--- src/rtl/muldiv_hilo.sv ---
module muldiv_hilo #(
  parameter int W = 32
) (
  input  logic         clk,
  input  logic         rst_n,
  input  logic         cmd_valid,
  input  logic         cmd_div,
  input  logic         cmd_signed,
  input  logic [W-1:0] cmd_a,
  input  logic [W-1:0] cmd_b,
  output logic         busy,
  input  logic         rd_en,
  input  logic         rd_sel,
  output logic [W-1:0] rd_data,
  output logic         rd_stall,
  input  logic         wr_en,
  input  logic         wr_sel,
  input  logic [W-1:0] wr_data
);
  localparam int CW = (W > 2) ? $clog2(W) : 1;
  localparam logic [CW-1:0] LAST = CW'(W - 1);

  logic [W-1:0]  hi_q, lo_q;
  logic [W-1:0]  src_q, opd_q, lw_q;
  logic [W:0]    up_q;
  logic [CW-1:0] cnt_q;
  logic          busy_q, div_q, negq_q, negr_q, dz_q;

  wire start = cmd_valid && !busy_q && !wr_en;
  wire last  = busy_q && (cnt_q == LAST);

  wire         a_neg = cmd_signed && cmd_a[W-1];
  wire         b_neg = cmd_signed && cmd_b[W-1];
  wire [W-1:0] a_mag = a_neg ? -cmd_a : cmd_a;
  wire [W-1:0] b_mag = b_neg ? -cmd_b : cmd_b;

  wire [W:0]   m_sum = {1'b0, up_q[W-1:0]} + (lw_q[0] ? {1'b0, opd_q} : '0);
  wire [W:0]   d_sh  = {up_q[W-1:0], lw_q[W-1]};
  wire [W+1:0] d_try = {1'b0, d_sh} - {2'b00, opd_q};
  wire         d_ok  = !d_try[W+1];

  logic [W:0]   nxt_up;
  logic [W-1:0] nxt_lw;
  always_comb begin
    if (div_q) begin
      nxt_up = d_ok ? d_try[W:0] : d_sh;
      nxt_lw = {lw_q[W-2:0], d_ok};
    end else begin
      nxt_up = {1'b0, m_sum[W:1]};
      nxt_lw = {m_sum[0], lw_q[W-1:1]};
    end
  end

  wire [2*W-1:0] prod   = {nxt_up[W-1:0], nxt_lw};
  wire [2*W-1:0] prod_s = negq_q ? -prod : prod;
  wire [W-1:0]   quo    = negq_q ? -nxt_lw : nxt_lw;
  wire [W-1:0]   rem    = negr_q ? -nxt_up[W-1:0] : nxt_up[W-1:0];
  wire [W-1:0]   res_hi = !div_q ? prod_s[2*W-1:W] : (dz_q ? src_q : rem);
  wire [W-1:0]   res_lo = !div_q ? prod_s[W-1:0]   : (dz_q ? '1 : quo);

  always_ff @(posedge clk or negedge rst_n) begin
    if (!rst_n) begin
      busy_q <= 1'b0;
      cnt_q  <= '0;
      div_q  <= 1'b0;
      negq_q <= 1'b0;
      negr_q <= 1'b0;
      dz_q   <= 1'b0;
      src_q  <= '0;
      opd_q  <= '0;
      lw_q   <= '0;
      up_q   <= '0;
    end else if (start) begin
      busy_q <= 1'b1;
      cnt_q  <= '0;
      div_q  <= cmd_div;
      negq_q <= a_neg ^ b_neg;
      negr_q <= a_neg;
      dz_q   <= cmd_div && (cmd_b == '0);
      src_q  <= cmd_a;
      opd_q  <= cmd_div ? b_mag : a_mag;
      lw_q   <= cmd_div ? a_mag : b_mag;
      up_q   <= '0;
    end else if (busy_q) begin
      busy_q <= !(wr_en || last);
      cnt_q  <= cnt_q + 1'b1;
      up_q   <= nxt_up;
      lw_q   <= nxt_lw;
    end
  end

  always_ff @(posedge clk or negedge rst_n) begin
    if (!rst_n) begin
      hi_q <= '0;
      lo_q <= '0;
    end else if (wr_en) begin
      if (wr_sel) hi_q <= wr_data;
      else        lo_q <= wr_data;
    end else if (last) begin
      hi_q <= res_hi;
      lo_q <= res_lo;
    end
  end

  assign busy     = busy_q;
  assign rd_data  = rd_sel ? hi_q : lo_q;
  assign rd_stall = rd_en && busy_q;
endmodule


--- config.mk ---
export PLATFORM = sky130hd
export DESIGN_NAME = muldiv_hilo
export DESIGN_NICKNAME = d
export VERILOG_FILES = /design/src/rtl/muldiv_hilo.sv
export SDC_FILE = /design/constraint.sdc
export NUM_CORES = 1
export LEC_CHECK = 0
export BUFFER_PORTS_ARGS = -buffer_cell sky130_fd_sc_hd__buf_4
export CAP_MARGIN = 15
export CORE_MARGIN = 3
export CORE_UTILIZATION = 45
export DETAILED_ROUTE_END_ITERATION = 12
export PLACE_DENSITY = 0.65
export REMOVE_ABC_BUFFERS = 1
export SLEW_MARGIN = 10
export SYNTH_ARGS = -nofsm -noshare
export SYNTH_HDL_FRONTEND = slang
export SYNTH_SLANG_ARGS = --single-unit
export TNS_END_PERCENT = 10
--- constraint.sdc ---
create_clock -name clk -period 13.7 [get_ports clk]
set_clock_uncertainty 0.1 [all_clocks]
set_input_delay 1.37 -clock clk [delete_from_list [all_inputs] [get_ports clk]]
set_output_delay 1.37 -clock clk [all_outputs]
set_load 0.01 [all_outputs]
; ---- Yosys cells after proc, flatten, opt, wreduce, memory -nomap -nowiden
; Index checks and enable logic that the tools add are counted.
[word_totals]
register_bits = 202
latchBits = 0
ramBits = 0
rom_bits = 0
inputBits = 105
output_inout_bits = 34
word_cells = 71
n_memories = 0
[op_classes]
add_sub_neg = 8
multipliers = 0
n_div = 0
magnitude_cmp = 0
eq_ne = 3
shift = 0
n_mux = 30
n_bitwise = 1
reduce_logical = 17
[ops]
columns = op, n
row1 = $mux W32, 25
row2 = $neg A32 Y32, 4
row3 = $mux W64, 1
row4 = $neg A64 Y64, 1
row5 = $sub A33 B32 Y34, 1
row6 = $add A32 B32 Y33, 1
row7 = $logic_not A32 Y1, 1
row8 = $mux W5, 2
row9 = $logic_and A1 B1 Y1, 7
row10 = $add A5 B1 Y5 const B, 1
row11 = $eq A5 B5 Y1 const B, 1
row12 = $logic_not A1 Y1, 4
row13 = $reduce_and A2 Y1, 2
row14 = $reduce_bool A2 Y1, 2
row15 = $mux W1, 2
row16 = $ne A2 B1 Y1 const B, 1
row17 = $ne A2 B2 Y1 const B, 1
row18 = $logic_or A1 B1 Y1, 1
row19 = $xor A1 B1 Y1, 1

; ---- Logic depth before layout (Yosys ltp)
; Gate-level depths: netlist of the first run.
[logic_depth]
word_depth = 9
ltp_mapped = 25
depth_no_buf = 20

; ---- Worst setup path before layout of the first run
; OpenSTA, ideal clock, no wires.
[synth_path]
path_kind = reg2reg
start = register up_q[12]
end = register hi_q[4]
setup_ns = 0.083
arrival_ns = 4.495
required_time_ns = 13.517
setup_slack_ns = 9.022
stages_incl_launch_ff = 23
n_path_buf = 4
synth_period_minus_slack_ns = 4.678
cell_sequence = dfrtp_1 -> ha_1 -> buf_6 -> and3_1 -> buf_2 -> and3_4 -> and2_4 -> o31ai_2 -> buf_2 -> a31o_1 -> buf_2 -> ha_1 -> nand2_1 -> or2_1 -> nand2b_1 -> or4b_1 -> or2_1 -> o21ai_0 -> xnor2_1 -> nor2_1 -> a211oi_1 -> a21oi_1 -> o21ai_0
[synth_between]
elab_chain_len = 9
elab_cells_between_ends = 13
cone_classes = 3 x add/sub / 9 x mux / 1 x reduce/logical
[synth_rtl]
columns = item, line_no
row1 = "start, declared", 25  ; logic [W:0] up_q;
row2 = "start signal, assigned", 87  ; up_q <= nxt_up;
row3 = $sub A33 B32 Y34 (*), 39  ; wire [W+1:0] d_try = {1'b0, d_sh} - {2'b00, opd_q};
row4 = $mux W32, 46  ; nxt_up = d_ok ? d_try[W:0] : d_sh;
row5 = $mux W32, 45  ; if (div_q) begin
row6 = $neg A32 Y32, 57  ; wire [W-1:0] rem = negr_q ? -nxt_up[W-1:0] : nxt_up[W-1:0];
row7 = $mux W32, 57
row8 = $mux W32, 58  ; wire [W-1:0] res_hi = !div_q ? prod_s[2*W-1:W] : (dz_q ? src_q : rem);
row9 = $mux W32 (*), 58
row10 = $mux W32 (*), 99  ; end else if (last) begin
row11 = $mux W32 (*), 96  ; end else if (wr_en) begin
row12 = "end signal, assigned", 97  ; if (wr_sel) hi_q <= wr_data;
row13 = "end signal, assigned", 100  ; hi_q <= res_hi;
row14 = "end, declared", 23  ; logic [W-1:0] hi_q, lo_q;
; Mark *: on every way between the ends. The rest lies on a longest branch, timed or not. The select of a mux whose other input is x is not followed.
; A chain may end at the register's enable or synchronous reset.

; ---- Worst setup path after layout of the first run
[layout_path]
start = register up_q[25]
end = register hi_q[30]
[layout_between]
elab_chain_len = 9
elab_cells_between_ends = 14
cone_classes = 4 x add/sub / 9 x mux / 1 x reduce/logical
[layout_rtl]
columns = item, line_no
row1 = $sub A33 B32 Y34, 39
row2 = $mux W32, 46
row3 = $mux W32, 45
row4 = $neg A32 Y32, 57
row5 = $mux W32, 57
row6 = $mux W32, 58
row7 = $mux W32 (*), 58
row8 = $mux W32 (*), 99
row9 = $mux W32 (*), 96
; Marked as above.

==> impl_metrics.json, run 1 <==
{
  "status": "finished, final reports clean",
  "grtUsageTotal": 0.324,
  "dpl.cell_count": 3064,
  "min_period_ns": 6.16,
  "routedWlPerCell_um": 23.6,
  "drc": 0,
  "avgViaCountPerCell": 6.33,
  "hold_buffers": 0,
  "multi_input_area_sq_mm": 0.0128,
  "cp_max_fo": 13,
  "clk_pin_slew_ns": 0.06,
  "ys_warn_count": 0,
  "first_pass_iters": 6,
  "final_antenna_net_count": 0,
  "dieArea_sq_mm": 0.0441,
  "wl_um": 73600,
  "fp.dieW_um": 210,
  "num-fill-cells": 3991,
  "power_density_mw_per_mm2": 215,
  "stdcell_count": 3113,
  "hp-class": "reg2reg",
  "holdWs_ns": 0.376,
  "synth_ff_type": "dfrtp_1",
  "area_delta_synth_final_pct": 12.5,
  "cp-end-kind": "flop",
  "root_buffer": "clkbuf_16",
  "layout-drive-gt1-share": 0.120,
  "post-cts-setup-buffers": 0,
  "h-tree-depth": 1,
  "synth_area_sq_mm": 0.0187,
  "cp.arrival_ns": 6.50,
  "core_area_sq_mm": 0.0410,
  "cts_buffers": 26,
  "fmax_mhz": 162,
  "setup_viol": 0,
  "final_area_sq_mm": 0.0211,
  "syn_inst": 2513,
  "register_area_sq_mm": 0.00506,
  "ioPinCount": 139,
  "cp.required_ns": 14.04,
  "io_buffers": 138,
  "dpl_cell_area_sq_mm": 0.0201,
  "cts_resized": 0,
  "grt_max_degree": 102,
  "gp_congestion": 1.01,
  "ys_seq_area_frac": 0.270,
  "dp_hpwl_um": 55300,
  "finalHoldViolations": 0,
  "core.rowCount": 74,
  "tns_ns": 0,
  "async_flop_share": 1.00,
  "antenna_found_initial": 1,
  "syn_area_per_cell_sq_um": 7.46,
  "slew_headroom": 0.203,
  "tightest_slew_ns": 1.20,
  "ctsLongestPathBuffers": 3,
  "synth_edf_count": 0,
  "vias": 19700,
  "slew_viol_final": 0,
  "grt-ovfl-total": 0,
  "numClockSinks": 202,
  "insertion_delay_ns": 0.56,
  "drt_iter0_drc": 2371,
  "rsz0062_at_grt": "false",
  "ys_seq_elements": 202,
  "initial_utilization": 0.457,
  "die_y_um": 210,
  "power.leakage_uw": 0.00885,
  "grt_pass1_vias": 18800,
  "finalCritPeriodShare": 0.450,
  "synth_cell_types": 103,
  "grt_pass1_wl_um": 112000,
  "drv_cap": 0,
  "max-vdd-ir-drop_mv": 0.107,
  "start_kind": "flop",
  "nets": 2737,
  "path_class": "reg2reg",
  "power_uw": 4540,
  "cts_tree": "yes"
}
-- sequential cells by signal, indices dropped and copies added, names as in the netlist --
signal	cells
negq_q	1
src_q	32
cnt_q	5
opd_q	32
dz_q	1
hi_q	32
busy	1
negr_q	1
lo_q	32
div_q	1
up_q	32
lw_q	32
-- report_power, final --
group	internal [uW]	total (uW)	leakage (uW)	switching, uW
Combinational	1020	2860	0.00591	1840
Sequential	747	918	0.00248	171
Clock	467	760	0.000458	293
Total	2230	4540	0.00885	2300
-- logic make-up (layout without fill, tap and decap cells) --
group           count (synthesis)  in the layout  share of synthesized area
other cells                     0              1                          0
fa+ha+maj                      72             72                     0.0489
buf+inv                       227            294                     0.0483
compound gates                789            789                      0.264
flops                         202            202                      0.270
simple gates                  956            956                      0.235
mux                            92             92                     0.0519
xor+xnor                      175            175                     0.0818
-- through the flow --
stage | setup WS (ns) | utilization
floorplan | 6.02 | -
global placement | 8.03 | 0.490
detailed placement | 7.78 | 0.491
CTS | 7.74 | 0.514
global route | 7.37 | 0.514
finish | 7.54 | 0.514
-- area by class of cell --
class | count | area share
multi-input cells | 2084 | 0.608
inverters | 77 | 0.0137
repair buffers | 169 | 0.0615
flip-flops and latches | 202 | 0.240
well taps | 532 | 0.0316
diodes | 1 | 0.000119
clock inverters | 14 | 0.00890
clock buffers | 34 | 0.0361
-- worst max-delay path: stages, from the launching register on --
cell and delay (ns):
dfrtp_1 0.42, ha_1 0.43, a21o_1 0.24, a31o_1 0.27, a211oi_2 0.29, o31a_1 0.70
a31o_1 0.56, ha_1 0.29, nand2_1 0.11, or2_1 0.35, nand2b_1 0.26, or2_2 0.35
nand2b_1 0.37, nand2b_1 0.34, o41ai_1 0.52, xor2_1 0.19, nand2_1 0.06, and3_1 0.17
-- cells in the mapped netlist (8+ instances only) --
library cell	count	area (sq um)
a211o_1	9	78.8
a211oi_1	14	105
a21o_1	19	143
a21oi_1	172	861
a221oi_1	22	193
a31oi_1	24	150
and2_1	44	275
and3_1	28	175
buf_1	18	67.6
buf_2	19	95.1
clkbuf_1	108	405
dfrtp_1	202	5050
ha_1	70	876
inv_1	75	282
mux2_2	41	462
mux2i_1	50	500
nand2_1	418	1570
nand2b_1	24	150
nand3_1	46	230
nand4_1	13	81.3
nor2_1	215	807
nor2b_1	9	56.3
nor3_1	57	285
nor4_1	19	119
o211ai_1	46	345
o21a_1	12	90.1
o21ai_0	261	1310
o21ai_1	26	130
o21bai_1	10	75.1
o221ai_1	13	114
o22ai_1	41	257
o31ai_1	26	195
o41ai_1	9	78.8
or2_2	8	50.1
or3_1	24	150
xnor2_1	90	788
xor2_1	85	744
-- path summary, 6_finish.rpt --
path	from	end	slack (ns)	depth (start not counted)
max	up_q[25]$_DFFE_PN0P_	hi_q[30]$_DFFE_PN0P_	7.54	17
min	src_q[19]$_DFFE_PN0P_	src_q[19]$_DFFE_PN0P_	0.38	2
max reg2reg	up_q[25]$_DFFE_PN0P_	hi_q[30]$_DFFE_PN0P_	7.54	17
min reg2reg	src_q[19]$_DFFE_PN0P_	src_q[19]$_DFFE_PN0P_	0.38	2
max in group asynchronous	rst_n	lo_q[11]$_DFFE_PN0P_	11.28	2
min in group asynchronous	rst_n	opd_q[26]$_DFFE_PN0P_	0.74	1
-- routing by layer --
layer  vias to the layer above  share of wire  GRT usage
li1                       9143              -          -
met1                      9386           0.42      0.438
met2                       969           0.44      0.504
met3                       202          0.080     0.0481
met4                         0          0.062      0.170
met5                         -              0          0
-- cell usage in the layout (no fill, tap or decap), types with 22 or more instances in the layout --
cell type	synthesis	routed
dfrtp_1	202	200
and2_1	44	44
a31oi_1	24	24
ha_1	70	70
mux2_2	41	41
nor2_1	215	214
mux2i_1	50	50
nor3_1	57	57
and3_1	28	28
buf_4	2	167
xor2_1	85	85
clkbuf_16	0	27
o31ai_1	26	26
o21ai_1	26	26
o22ai_1	41	41
inv_1	75	75
or3_1	24	24
nand3_1	46	45
o211ai_1	46	46
a21oi_1	172	170
a221oi_1	22	22
nand2_1	418	418
o21ai_0	261	261
xnor2_1	90	90
nand2b_1	24	24
Power figures use the tool's default switching activity.
==> inputs of run 2 (changes only) <==
clock period = 6.35 ns   (was 13.7 ns; I/O delays follow)
==> impl_metrics.json, run 2 (synthesis results as in run 1) <==
{
  "insertion_delay_ns": 0.56,
  "antenna_found_initial": 1,
  "grtUsageTotal": 0.326,
  "die_y_um": 210,
  "core_area_sq_mm": 0.0410,
  "fp.dieW_um": 210,
  "cp_num_buf_inv": 2,
  "h-tree-depth": 1,
  "tightest_slew_ns": 1.21,
  "cts_resized": 0,
  "cp-end-kind": "flop",
  "drc": 0,
  "cp_max_fo": 22,
  "grt_pass1_vias": 18700,
  "hp-class": "in2reg",
  "grt_util_met1": 0.447,
  "gp_congestion": 1.02,
  "start_kind": "flop",
  "max-vdd-ir-drop_mv": 0.212,
  "drv_cap": 0,
  "final_antenna_net_count": 0,
  "ioPinCount": 139,
  "dpl_cell_area_sq_mm": 0.0202,
  "first_pass_iters": 6,
  "ctsLongestPathBuffers": 3,
  "path_cells": "buf_4 -> and2_1 -> ha_1 -> a21oi_1 -> o21ai_2 -> a2111oi_2 -> buf_4 -> o31ai_1 -> xnor2_1 -> o221ai_1 -> nor3_2 -> nor3b_2 -> a21oi_1 -> a21o_1 -> a221oi_1 -> nor2_1 -> a2bb2oi_1",
  "post-cts-setup-buffers": 0,
  "max_stage_delay_ns": 0.97,
  "dp_hpwl_um": 56300,
  "routedWlPerCell_um": 23.7,
  "final_common_cell": "nand2_1",
  "status": "finished, final reports clean",
  "initial_utilization": 0.457,
  "layout_common_cells": "418 x nand2_1, 261 x o21ai_0, 214 x nor2_1",
  "setup_viol": 0,
  "io_buffers": 138,
  "cts_tree": "yes",
  "clk_pin_slew_ns": 0.06,
  "finalCritPeriodShare": 0.944,
  "finish.utilization": 0.513,
  "grt.busiest_layer": "met2",
  "grt_max_degree": 89,
  "met3_usage": 0.0438,
  "wl_um": 73900,
  "avgViaCountPerCell": 6.28,
  "cp.required_ns": 6.68,
  "power.leakage_uw": 0.00886,
  "path_class": "reg2reg",
  "cp_top_family": "compound AO/OA/AOI/OAI gates",
  "cts_buffers": 25,
  "grt_pass1_wl_um": 112000,
  "min_period_ns": 5.99,
  "hold_buffers": 1,
  "final_area_sq_mm": 0.0211,
  "numClockSinks": 202,
  "nets": 2748,
  "fmax_mhz": 167,
  "cp_slowest_cell": "dfrtp_1",
  "grt-ovfl-total": 0,
  "met2_usage": 0.514,
  "finalHoldViolations": 0,
  "area_delta_synth_final_pct": 12.3,
  "root_buffer": "clkbuf_16",
  "vias": 19600,
  "layout-drive-gt1-share": 0.121,
  "dieArea_sq_mm": 0.0441,
  "slew_headroom": 0.191,
  "rsz0062_at_grt": "false",
  "cp.arrival_ns": 6.32,
  "core.rowCount": 74,
  "drt_iter0_drc": 1912,
  "slew_viol_final": 0,
  "power_density_mw_per_mm2": 464
}
[run 2: path summary, 6_finish.rpt]
kind	startpoint	endpoint	slack, ns	cells past startpoint
setup / recovery	lw_q[0]$_DFFE_PN0P_	hi_q[21]$_DFFE_PN0P_	0.36	17
hold / removal	cmd_a[5]	src_q[5]$_DFFE_PN0P_	0.20	3
setup reg to reg	lw_q[0]$_DFFE_PN0P_	hi_q[21]$_DFFE_PN0P_	0.36	17
hold reg to reg	lo_q[5]$_DFFE_PN0P_	lo_q[5]$_DFFE_PN0P_	0.38	2
max in group asynchronous	rst_n	div_q$_DFFE_PN0P_	4.28	3
min in group asynchronous	rst_n	up_q[30]$_DFFE_PN0P_	0.52	2
[run 2: area by class of cell]
cell class	count	area, sq um
fillers	4060	20000
multi-input cells	2084	12800
flip-flops and latches	202	5060
repair buffers	181	1370
clock buffers	37	761
well taps	532	666
inverters	77	289
clock inverters	6	86.3
diodes	1	2.50
[run 2: stage by stage]
stage / hold WS, ns / total power (uW) / instances / setup TNS [ns] / setup WS (ns)
floorplan: 0.239 / 6080 / 2363 / -33.50 / -1.33
global placement: 0.358 / 8050 / 3075 / 0 / 0.623
detailed placement: 0.366 / 8120 / 3075 / 0 / 0.525
CTS: 0.194 / 9670 / 3119 / 0 / 0.497
global route: 0.215 / 10400 / 3119 / 0 / 0.0900
finish: 0.204 / 9780 / 3120 / 0 / 0.356
[run 2: tightest hold or removal path, stage by stage]
cell	delay [ns]
buf_4	0.11
nand2_1	0.05
nand2_1	0.04
[run 2: metal layers]
| layer | part of all wire | vias to the layer above |
|---|---|---|
| met5 | 0 | - |
| met2 | 0.44 | 952 |
| met1 | 0.42 | 9301 |
| met3 | 0.084 | 205 |
| met4 | 0.058 | 0 |
| li1 | - | 9131 |
[run 2: power by group]
group | internal (uW) | total, uW | switching (uW)
clock network | 903 | 1510 | 610
logic | 2250 | 6240 | 3990
registers | 1610 | 2030 | 417
